`src/rtl/scsi_sel_pkg.sv`:
```
package scsi_sel_pkg;

  typedef enum logic [2:0] {
    SQ_IDLE     = 3'd0,
    SQ_BUSFREE  = 3'd1,
    SQ_ARBBEGIN = 3'd2,
    SQ_ARBEND   = 3'd3,
    SQ_SELBEGIN = 3'd4,
    SQ_SELEND   = 3'd5,
    SQ_CMDBEGIN = 3'd6,
    SQ_CMDDONE  = 3'd7
  } seqState_t;

  typedef enum logic [2:0] {
    DLY_NONE, DLY_FREE, DLY_FREE_SETTLE, DLY_CLEAR,
    DLY_CLEAR_SETTLE, DLY_ARB, DLY_TIMEOUT
  } dlyKind_t;

  // strobes from control to datapath
  typedef struct packed {
    logic     latchCmd;
    logic     loadCnt;
    dlyKind_t dly;
    logic     decCnt;
    logic     advPtr;
    logic     report;
    logic     driveArb;
    logic     driveSel;
    logic     dropAll;
  } dpCtrl_t;

  localparam logic [7:0] CMD_SEL_NOATN = 8'h41;
  localparam logic [7:0] ST_SVCREQ     = 8'h10;
  localparam logic [7:0] ST_SUCCESS    = 8'h08;

  // step table of the select command
  function automatic seqState_t descState(input logic [1:0] idx);
    case (idx)
      2'd0:    return SQ_SELBEGIN;
      2'd1:    return SQ_CMDBEGIN;
      default: return SQ_CMDDONE;
    endcase
  endfunction

  function automatic logic [2:0] descStep(input logic [1:0] idx);
    case (idx)
      2'd0:    return 3'd2;
      2'd1:    return 3'd3;
      default: return 3'd4;
    endcase
  endfunction

  function automatic logic [7:0] descStat(input logic [1:0] idx);
    return (idx > 2'd2) ? 8'h00 : (ST_SVCREQ | ST_SUCCESS);
  endfunction

endpackage

```
`src/rtl/scsi_sel_dp.sv`:
```
module scsi_sel_dp
  import scsi_sel_pkg::*;
#(
  parameter int ID_W       = 3,
  parameter int CNT_W      = 20,
  parameter int FREE_DLY   = 200,
  parameter int SETTLE_DLY = 100,
  parameter int CLEAR_DLY  = 200,
  parameter int ARB_DLY    = 600,
  parameter int TO_SCALE   = 64
) (
  input  logic                   clk,
  input  logic                   rstN,
  input  dpCtrl_t                ctl,
  input  logic [7:0]             cmdCode,
  input  logic [ID_W-1:0]        ownId,
  input  logic [ID_W-1:0]        targetId,
  input  logic [7:0]             timeoutReg,
  input  logic [3:0]             clkFactor,
  input  logic [ID_W-1:0]        respId,
  output logic                   cntZero,
  output logic                   idMatch,
  output seqState_t              curState,
  output seqState_t              advState,
  output logic                   bsyOut,
  output logic                   selOut,
  output logic                   atnOut,
  output logic [(1<<ID_W)-1:0]   dataOut,
  output logic [2:0]             seqStep,
  output logic [7:0]             intStatus
);
  localparam int BUS_W = 1 << ID_W;

  logic [CNT_W-1:0] cnt, loadVal;
  logic [1:0]       ptr;
  logic             atnMode;
  logic [BUS_W-1:0] ownBit, tgtBit;

  assign ownBit   = BUS_W'(1) << ownId;
  assign tgtBit   = BUS_W'(1) << targetId;
  assign cntZero  = (cnt == '0);
  assign idMatch  = (respId == targetId);
  assign curState = descState(ptr);
  assign advState = descState(ptr + 2'd1);

  always_comb begin
    case (ctl.dly)
      DLY_FREE:         loadVal = CNT_W'(FREE_DLY);
      DLY_FREE_SETTLE:  loadVal = CNT_W'(FREE_DLY + SETTLE_DLY);
      DLY_CLEAR:        loadVal = CNT_W'(CLEAR_DLY);
      DLY_CLEAR_SETTLE: loadVal = CNT_W'(CLEAR_DLY + SETTLE_DLY);
      DLY_ARB:          loadVal = CNT_W'(ARB_DLY);
      DLY_TIMEOUT:      loadVal = CNT_W'(32'(timeoutReg) * 32'(clkFactor) * 32'(TO_SCALE));
      default:          loadVal = '0;
    endcase
  end

  always_ff @(posedge clk or negedge rstN) begin
    if (!rstN) cnt <= '0;
    else if (ctl.loadCnt) cnt <= loadVal;
    else if (ctl.decCnt) cnt <= cnt - CNT_W'(1);
  end

  always_ff @(posedge clk or negedge rstN) begin
    if (!rstN) begin
      ptr       <= '0;
      atnMode   <= 1'b0;
      seqStep   <= '0;
      intStatus <= '0;
    end else begin
      if (ctl.latchCmd) begin
        ptr       <= '0;
        atnMode   <= (cmdCode != CMD_SEL_NOATN);
        intStatus <= '0;
      end else begin
        if (ctl.advPtr) ptr <= ptr + 2'd1;
        if (ctl.report) begin
          seqStep   <= descStep(ptr);
          intStatus <= intStatus | descStat(ptr);
        end
      end
    end
  end

  always_ff @(posedge clk or negedge rstN) begin
    if (!rstN) begin
      bsyOut <= 1'b0; selOut <= 1'b0; atnOut <= 1'b0; dataOut <= '0;
    end else if (ctl.dropAll) begin
      bsyOut <= 1'b0; selOut <= 1'b0; atnOut <= 1'b0; dataOut <= '0;
    end else if (ctl.driveArb) begin
      bsyOut <= 1'b1; selOut <= 1'b0; atnOut <= 1'b0; dataOut <= ownBit;
    end else if (ctl.driveSel) begin
      selOut <= 1'b1; atnOut <= atnMode; dataOut <= ownBit | tgtBit;
    end
  end
endmodule

```
`src/rtl/scsi_sel_ctrl.sv`:
```
module scsi_sel_ctrl
  import scsi_sel_pkg::*;
(
  input  logic      clk,
  input  logic      rstN,
  input  logic      startStb,
  input  logic      busFree,
  input  logic      arbWon,
  input  logic      targetResp,
  input  logic      idMatch,
  input  logic      cntZero,
  input  seqState_t curState,
  input  seqState_t advState,
  output dpCtrl_t   ctl,
  output logic      done
);
  seqState_t state, nxtState;
  logic      doneNxt, respHit;

  assign respHit = targetResp && idMatch;

  always_comb begin
    ctl      = '0;
    nxtState = state;
    doneNxt  = 1'b0;
    if (state == SQ_IDLE) begin
      if (startStb) begin
        ctl.latchCmd = 1'b1;
        ctl.loadCnt  = 1'b1;
        ctl.dly      = DLY_NONE;
        nxtState     = SQ_BUSFREE;
      end
    end else if (state == SQ_SELEND && respHit) begin
      // answer beats an expiring timer
      ctl.advPtr  = 1'b1;
      ctl.loadCnt = 1'b1;
      ctl.dly     = DLY_NONE;
      nxtState    = advState;
    end else if (!cntZero) begin
      ctl.decCnt = 1'b1;
    end else begin
      case (state)
        SQ_BUSFREE: begin
          ctl.loadCnt = 1'b1;
          if (busFree) begin
            ctl.dly  = DLY_FREE_SETTLE;
            nxtState = SQ_ARBBEGIN;
          end else begin
            ctl.dly  = DLY_FREE;
          end
        end
        SQ_ARBBEGIN: begin
          ctl.loadCnt = 1'b1;
          if (busFree) begin
            ctl.driveArb = 1'b1;
            ctl.dly      = DLY_ARB;
            nxtState     = SQ_ARBEND;
          end else begin
            ctl.dropAll = 1'b1;
            ctl.dly     = DLY_CLEAR;
            nxtState    = SQ_BUSFREE;
          end
        end
        SQ_ARBEND: begin
          ctl.loadCnt = 1'b1;
          if (arbWon) begin
            ctl.dly  = DLY_CLEAR_SETTLE;
            nxtState = curState;
          end else begin
            ctl.dropAll = 1'b1;
            ctl.dly     = DLY_CLEAR;
            nxtState    = SQ_BUSFREE;
          end
        end
        SQ_SELBEGIN: begin
          ctl.driveSel = 1'b1;
          ctl.loadCnt  = 1'b1;
          ctl.dly      = DLY_TIMEOUT;
          nxtState     = SQ_SELEND;
        end
        default: begin
          ctl.report  = 1'b1;
          ctl.dropAll = 1'b1;
          doneNxt     = 1'b1;
          nxtState    = SQ_IDLE;
        end
      endcase
    end
  end

  always_ff @(posedge clk or negedge rstN) begin
    if (!rstN) begin
      state <= SQ_IDLE;
      done  <= 1'b0;
    end else begin
      state <= nxtState;
      done  <= doneNxt;
    end
  end
endmodule

```
`src/rtl/scsi_sel_seq.sv`:
```
module scsi_sel_seq
  import scsi_sel_pkg::*;
#(
  parameter int ID_W       = 3,
  parameter int CNT_W      = 20,
  parameter int FREE_DLY   = 200,
  parameter int SETTLE_DLY = 100,
  parameter int CLEAR_DLY  = 200,
  parameter int ARB_DLY    = 600,
  parameter int TO_SCALE   = 64
) (
  input  logic                 clk,
  input  logic                 rstN,
  input  logic                 startStb,
  input  logic [7:0]           cmdCode,
  input  logic [ID_W-1:0]      ownId,
  input  logic [ID_W-1:0]      targetId,
  input  logic [7:0]           timeoutReg,
  input  logic [3:0]           clkFactor,
  input  logic                 busFree,
  input  logic                 arbWon,
  input  logic                 targetResp,
  input  logic [ID_W-1:0]      respId,
  output logic                 bsyOut,
  output logic                 selOut,
  output logic                 atnOut,
  output logic [(1<<ID_W)-1:0] dataOut,
  output logic [2:0]           seqStep,
  output logic [7:0]           intStatus,
  output logic                 done
);
  dpCtrl_t   ctl;
  logic      cntZero, idMatch;
  seqState_t curState, advState;

  scsi_sel_ctrl u_ctrl (
    .clk(clk), .rstN(rstN), .startStb(startStb), .busFree(busFree),
    .arbWon(arbWon), .targetResp(targetResp), .idMatch(idMatch),
    .cntZero(cntZero), .curState(curState), .advState(advState),
    .ctl(ctl), .done(done)
  );

  scsi_sel_dp #(
    .ID_W(ID_W), .CNT_W(CNT_W), .FREE_DLY(FREE_DLY), .SETTLE_DLY(SETTLE_DLY),
    .CLEAR_DLY(CLEAR_DLY), .ARB_DLY(ARB_DLY), .TO_SCALE(TO_SCALE)
  ) u_dp (
    .clk(clk), .rstN(rstN), .ctl(ctl), .cmdCode(cmdCode), .ownId(ownId),
    .targetId(targetId), .timeoutReg(timeoutReg), .clkFactor(clkFactor),
    .respId(respId), .cntZero(cntZero), .idMatch(idMatch),
    .curState(curState), .advState(advState), .bsyOut(bsyOut),
    .selOut(selOut), .atnOut(atnOut), .dataOut(dataOut),
    .seqStep(seqStep), .intStatus(intStatus)
  );
endmodule

```
`config.mk`:
```
export PLATFORM = sky130hd
export DESIGN_NAME = scsi_sel_seq
export DESIGN_NICKNAME = d
export VERILOG_FILES = /design/src/rtl/scsi_sel_pkg.sv /design/src/rtl/scsi_sel_dp.sv /design/src/rtl/scsi_sel_ctrl.sv /design/src/rtl/scsi_sel_seq.sv
export SDC_FILE = /design/constraint.sdc
export NUM_CORES = 1
export LEC_CHECK = 0
export BUFFER_PORTS_ARGS = -buffer_cell sky130_fd_sc_hd__buf_2
export CAP_MARGIN = 20
export CORE_MARGIN = 2
export CORE_UTILIZATION = 28
export CTS_CLUSTER_DIAMETER = 60
export DETAILED_ROUTE_END_ITERATION = 10
export PLACE_DENSITY = 0.42
export SYNTH_ARGS = -nofsm -noshare
export SYNTH_HDL_FRONTEND = slang
export SYNTH_SLANG_ARGS = --single-unit
```
`constraint.sdc`:
```
create_clock -name clk -period 2.8 [get_ports clk]
set_input_delay 0.14 -clock clk [delete_from_list [all_inputs] [get_ports clk]]
set_output_delay 0.14 -clock clk [all_outputs]
set_load 0.02 [all_outputs]
```
==> key figures <==
Run status
  – Status: finished, final reports clean

Timing
  – Pins over their slew limit: 0
  – Tcrit/Tclk final: 96.56%
  – Minimum period implied by the final worst setup slack: 2.704 ns
  – Worst Skew: 0.01171 ns
  – Max_slew headroom: 53.97%
  – Max frequency: 0.3699 GHz
  – Setup tns final: 0 ns
  – Final Setup Violations: 0
  – WHS: 0.1245 ns
  – Final hold viol count: 0
  – Unrepaired setup endpoints after global routing: yes
  – Worst-margin pin slew: 0.6842 ns

Synth
  – Ys flop type: dfrtp_1
  – Mapped cell area: 3822 um^2
  – Share of the synthesized area in the top cell type: 28.15%
  – Syn avg cell area: 8.609 um^2
  – Cells after Synth: 444
  – Synth top area cells: dfrtp_1 28%, ha_1 7.2%, fa_1 6.3%, and2_1 4.4%, o21ai_0 4.3%
  – Cell taking the most area after synthesis: dfrtp_1
  – Synth async-reset ratio: 100.0%
  – Flops & latches, synth: 43
  – Ys Warns: 0
  – Post-synth EDFFs: 0
  – Post-synthesis cell type count: 67
  – Sequential area share after synthesis: 28.15%

Finish
  – Most common cell after layout, fill and taps aside: buf_2
  – Fin util: 35.40%
  – # nets final: 589
  – Final instance area: 4707 um^2
  – # diodes: 0
  – Layout Cells excl Fill: 697
  – Layout cells sized above 1: 23.61%
  – Synthesis-to-layout area growth: 23.14%
  – Commonest non-fill, non-tap cells in the layout: 48 x buf_2, 43 x dfrtp_1, 41 x nand2_1, 33 x buf_4, 32 x o21ai_0

Global route
  – All-Layer GR Usage: 14.97%
  – Initial antenna violation count: 0
  – Largest net degree at the start of global routing: 44
  – Total grt overflow: 0
  – Vias in the first global route: 3416
  – First-pass GRT wire length: 17250 um

Min path
  – Hold path start: startStb
  – Hold Crit Depth: 2
  – Hold WC Path Type: input port to register
  – Hold worst-path end: u_dp.ptr[0]$_DFFE_PN0P_

Clocking
  – H-tree depth: 2
  – Max clock buf depth: 2
  – CTS root buffer: clkbuf_16
  – CTS tree: done
  – Clock Pin Slew Worst Setup and Hold Paths: 0.07 ns
  – Clk Latency, worst-skew pair: 0.30 ns
  – Clk sinks: 43
  – CTS buffer count: 5

Worst setup path
  – CP Max Fanout: 6
  – Crit start category: input port
  – Critical path's slowest cell: fa_1
  – Data arrival, critical path: 2.86 ns
  – R2R setup slack: 0.33 ns
  – CP endpoint kind: register
  – CP cell instances: clkbuf_4 -> and2_4 -> fa_1 -> inv_1 -> fa_1 -> inv_1 -> ha_4 -> a21o_1 -> a221oi_2 -> a21oi_1 -> nor2_1 -> xor2_1 -> o221ai_1
  – Reg2Reg Depth: 7
  – Worst Path Required: 2.96 ns
  – Setup crit start: clkFactor[3]
  – Kind of critical path: input port to register
  – FF-to-FF Start: u_dp.cnt[12]$_DFFE_PN0P_
  – R2r endpoint: u_dp.cnt[14]$_DFFE_PN0P_
  – Worst stage delay on the critical path: 0.53 ns

Floorplan
  – Initial Util: 28.75%
  – I/O pins: 58
  – Die H: 120.8 um
  – Chip width: 120.8 um
  – Row count: 42
  – Die ar.: 14600 um^2
  – Core area: 13300 um^2

Place
  – Area after DPL: 4472 um^2
  – Port Buffers: 51
  – Placed Instances: 687
  – Final HPWL DP: 8271 um
  – Gp weighted congestion: 0.8371

Route
  – Initial DRC count: 165
  – Drt first pass iters: 4
  – WL/cell: 15.24 um
  – DRC viols: 0
  – Drt via density: 5.036
  – Final antenna-violating net count: 0
  – Final wirelength: 10630 um
  – Via count: 3510

Power and ir drop
  – Total power per unit cell area: 934.6 nW/um^2
  – Peak VDD IR: 0.2607 mV
  – Leak Pwr: 2.174 nW

Job
  – Max Cap Viol: 0
-- per-layer routing --
metal / part of all wire, % / GRT usage, % / vias up
met5: 0 / 0 / -
met1: 47 / 19.74 / 1691
met2: 47 / 25.14 / 81
li1: - / - / 1725
met3: 3.7 / 2.217 / 13
met4: 1.6 / 4.724 / 0
-- sequential cells by signal, indices dropped and copies added (netlist names) --
name	flops
u_ctrl.done	1
u_ctrl.state	3
u_dp.atnMode	1
u_dp.atnOut	1
u_dp.bsyOut	1
u_dp.cnt	20
u_dp.dataOut	8
u_dp.intStatus	2
u_dp.ptr	2
u_dp.selOut	1
u_dp.seqStep	3
-- logic make-up after synthesis --
| logic type | share of synthesized area [%] |
|---|---|
| multiplexers | 1.375 |
| adder cells (fa/ha/maj) | 13.49 |
| AO/OA/AOI/OAI | 20.23 |
| other | 0.09811 |
| buffers and inverters | 6.710 |
| XOR/XNOR | 4.354 |
| AND/OR/NAND/NOR | 25.60 |
| flip-flops | 28.15 |
-- synthesized netlist by cell type, drive strengths merged, types with 4 or more instances --
cell    instances
dfrtp          43
nand2          43
o21ai          33
inv            32
nor2           31
and2           28
a21oi          22
ha             22
buf            18
nor3           15
a31oi          12
fa             12
xnor2          11
nand3          10
nor4            8
and3            6
nand4           6
nor2b           5
o21a            5
xor2            5
a21o            4
a22oi           4
clkbuf          4
nand2b          4
nor4b           4
o211ai          4
o22a            4
-- power by group --
group	total (W)	switching (W)	internal, W
registers	0.00106	0.000200	0.000857
clock network	0.000702	0.000280	0.000422
logic	0.00264	0.00158	0.00106
total	0.00440	0.00206	0.00234
-- worst max-delay path by stage --
| stage | cells past startpoint | endpoint | slack (ns) |
|---|---|---|---|
| after floorplan | 11 | u_dp.cnt[16]$_DFFE_PN0P_ | 0.02 |
| after global placement | 12 | u_dp.cnt[16]$_DFFE_PN0P_ | -0.26 |
| after detailed placement | 12 | u_dp.cnt[16]$_DFFE_PN0P_ | -0.32 |
| after CTS | 12 | u_dp.cnt[16]$_DFFE_PN0P_ | 0.007 |
| after global routing | 12 | u_dp.cnt[16]$_DFFE_PN0P_ | -0.02 |
| final | 13 | u_dp.cnt[16]$_DFFE_PN0P_ | 0.1 |
-- repair_timing --
| action | 4_1_cts | 5_1_grt |
|---|---|---|
| hold endpoints to repair | 0 | 10 |
| setup endpoints to repair | 1 | 5 |
| hold buffers | 0 | 1 |
| setup buffers | 0 | 0 |
| resized for setup | 0 | 12 |
| pin swaps | 1 | 9 |
-- metrics by stage --
step | worst slack (ns) | total power [W]
2_1_floorplan | 0.01615 | 0.002867
3_3_place_gp | -0.2637 | 0.003673
3_5_place_dp | -0.3183 | 0.003687
4_1_cts | 0.006795 | 0.004416
5_1_grt | -0.01833 | 0.004770
6_report | 0.09622 | 0.004399
-- worst max-delay path: cells and delay by family --
| family | cells | cell delay (ns) |
|---|---|---|
| adders and majority gates | 3 | 1.29 |
| AOI/OAI and AO/OA | 4 | 0.71 |
| and+or+nand+nor | 2 | 0.28 |
| buffers and inverters | 3 | 0.26 |
| xor gates and xnor gates | 1 | 0.18 |
-- cell type report --
cell class	instances	area (um^2)
Fill cell	1395	8588
Multi-Input combinational cell	352	2581
Sequential cell	43	1076
Timing Repair Buffer	86	540.5
Tap cell	176	220.2
Clock buffer	5	125.1
Inverter	32	120.1
Clock inverter	3	43.79
Power figures use the tool's default switching activity.
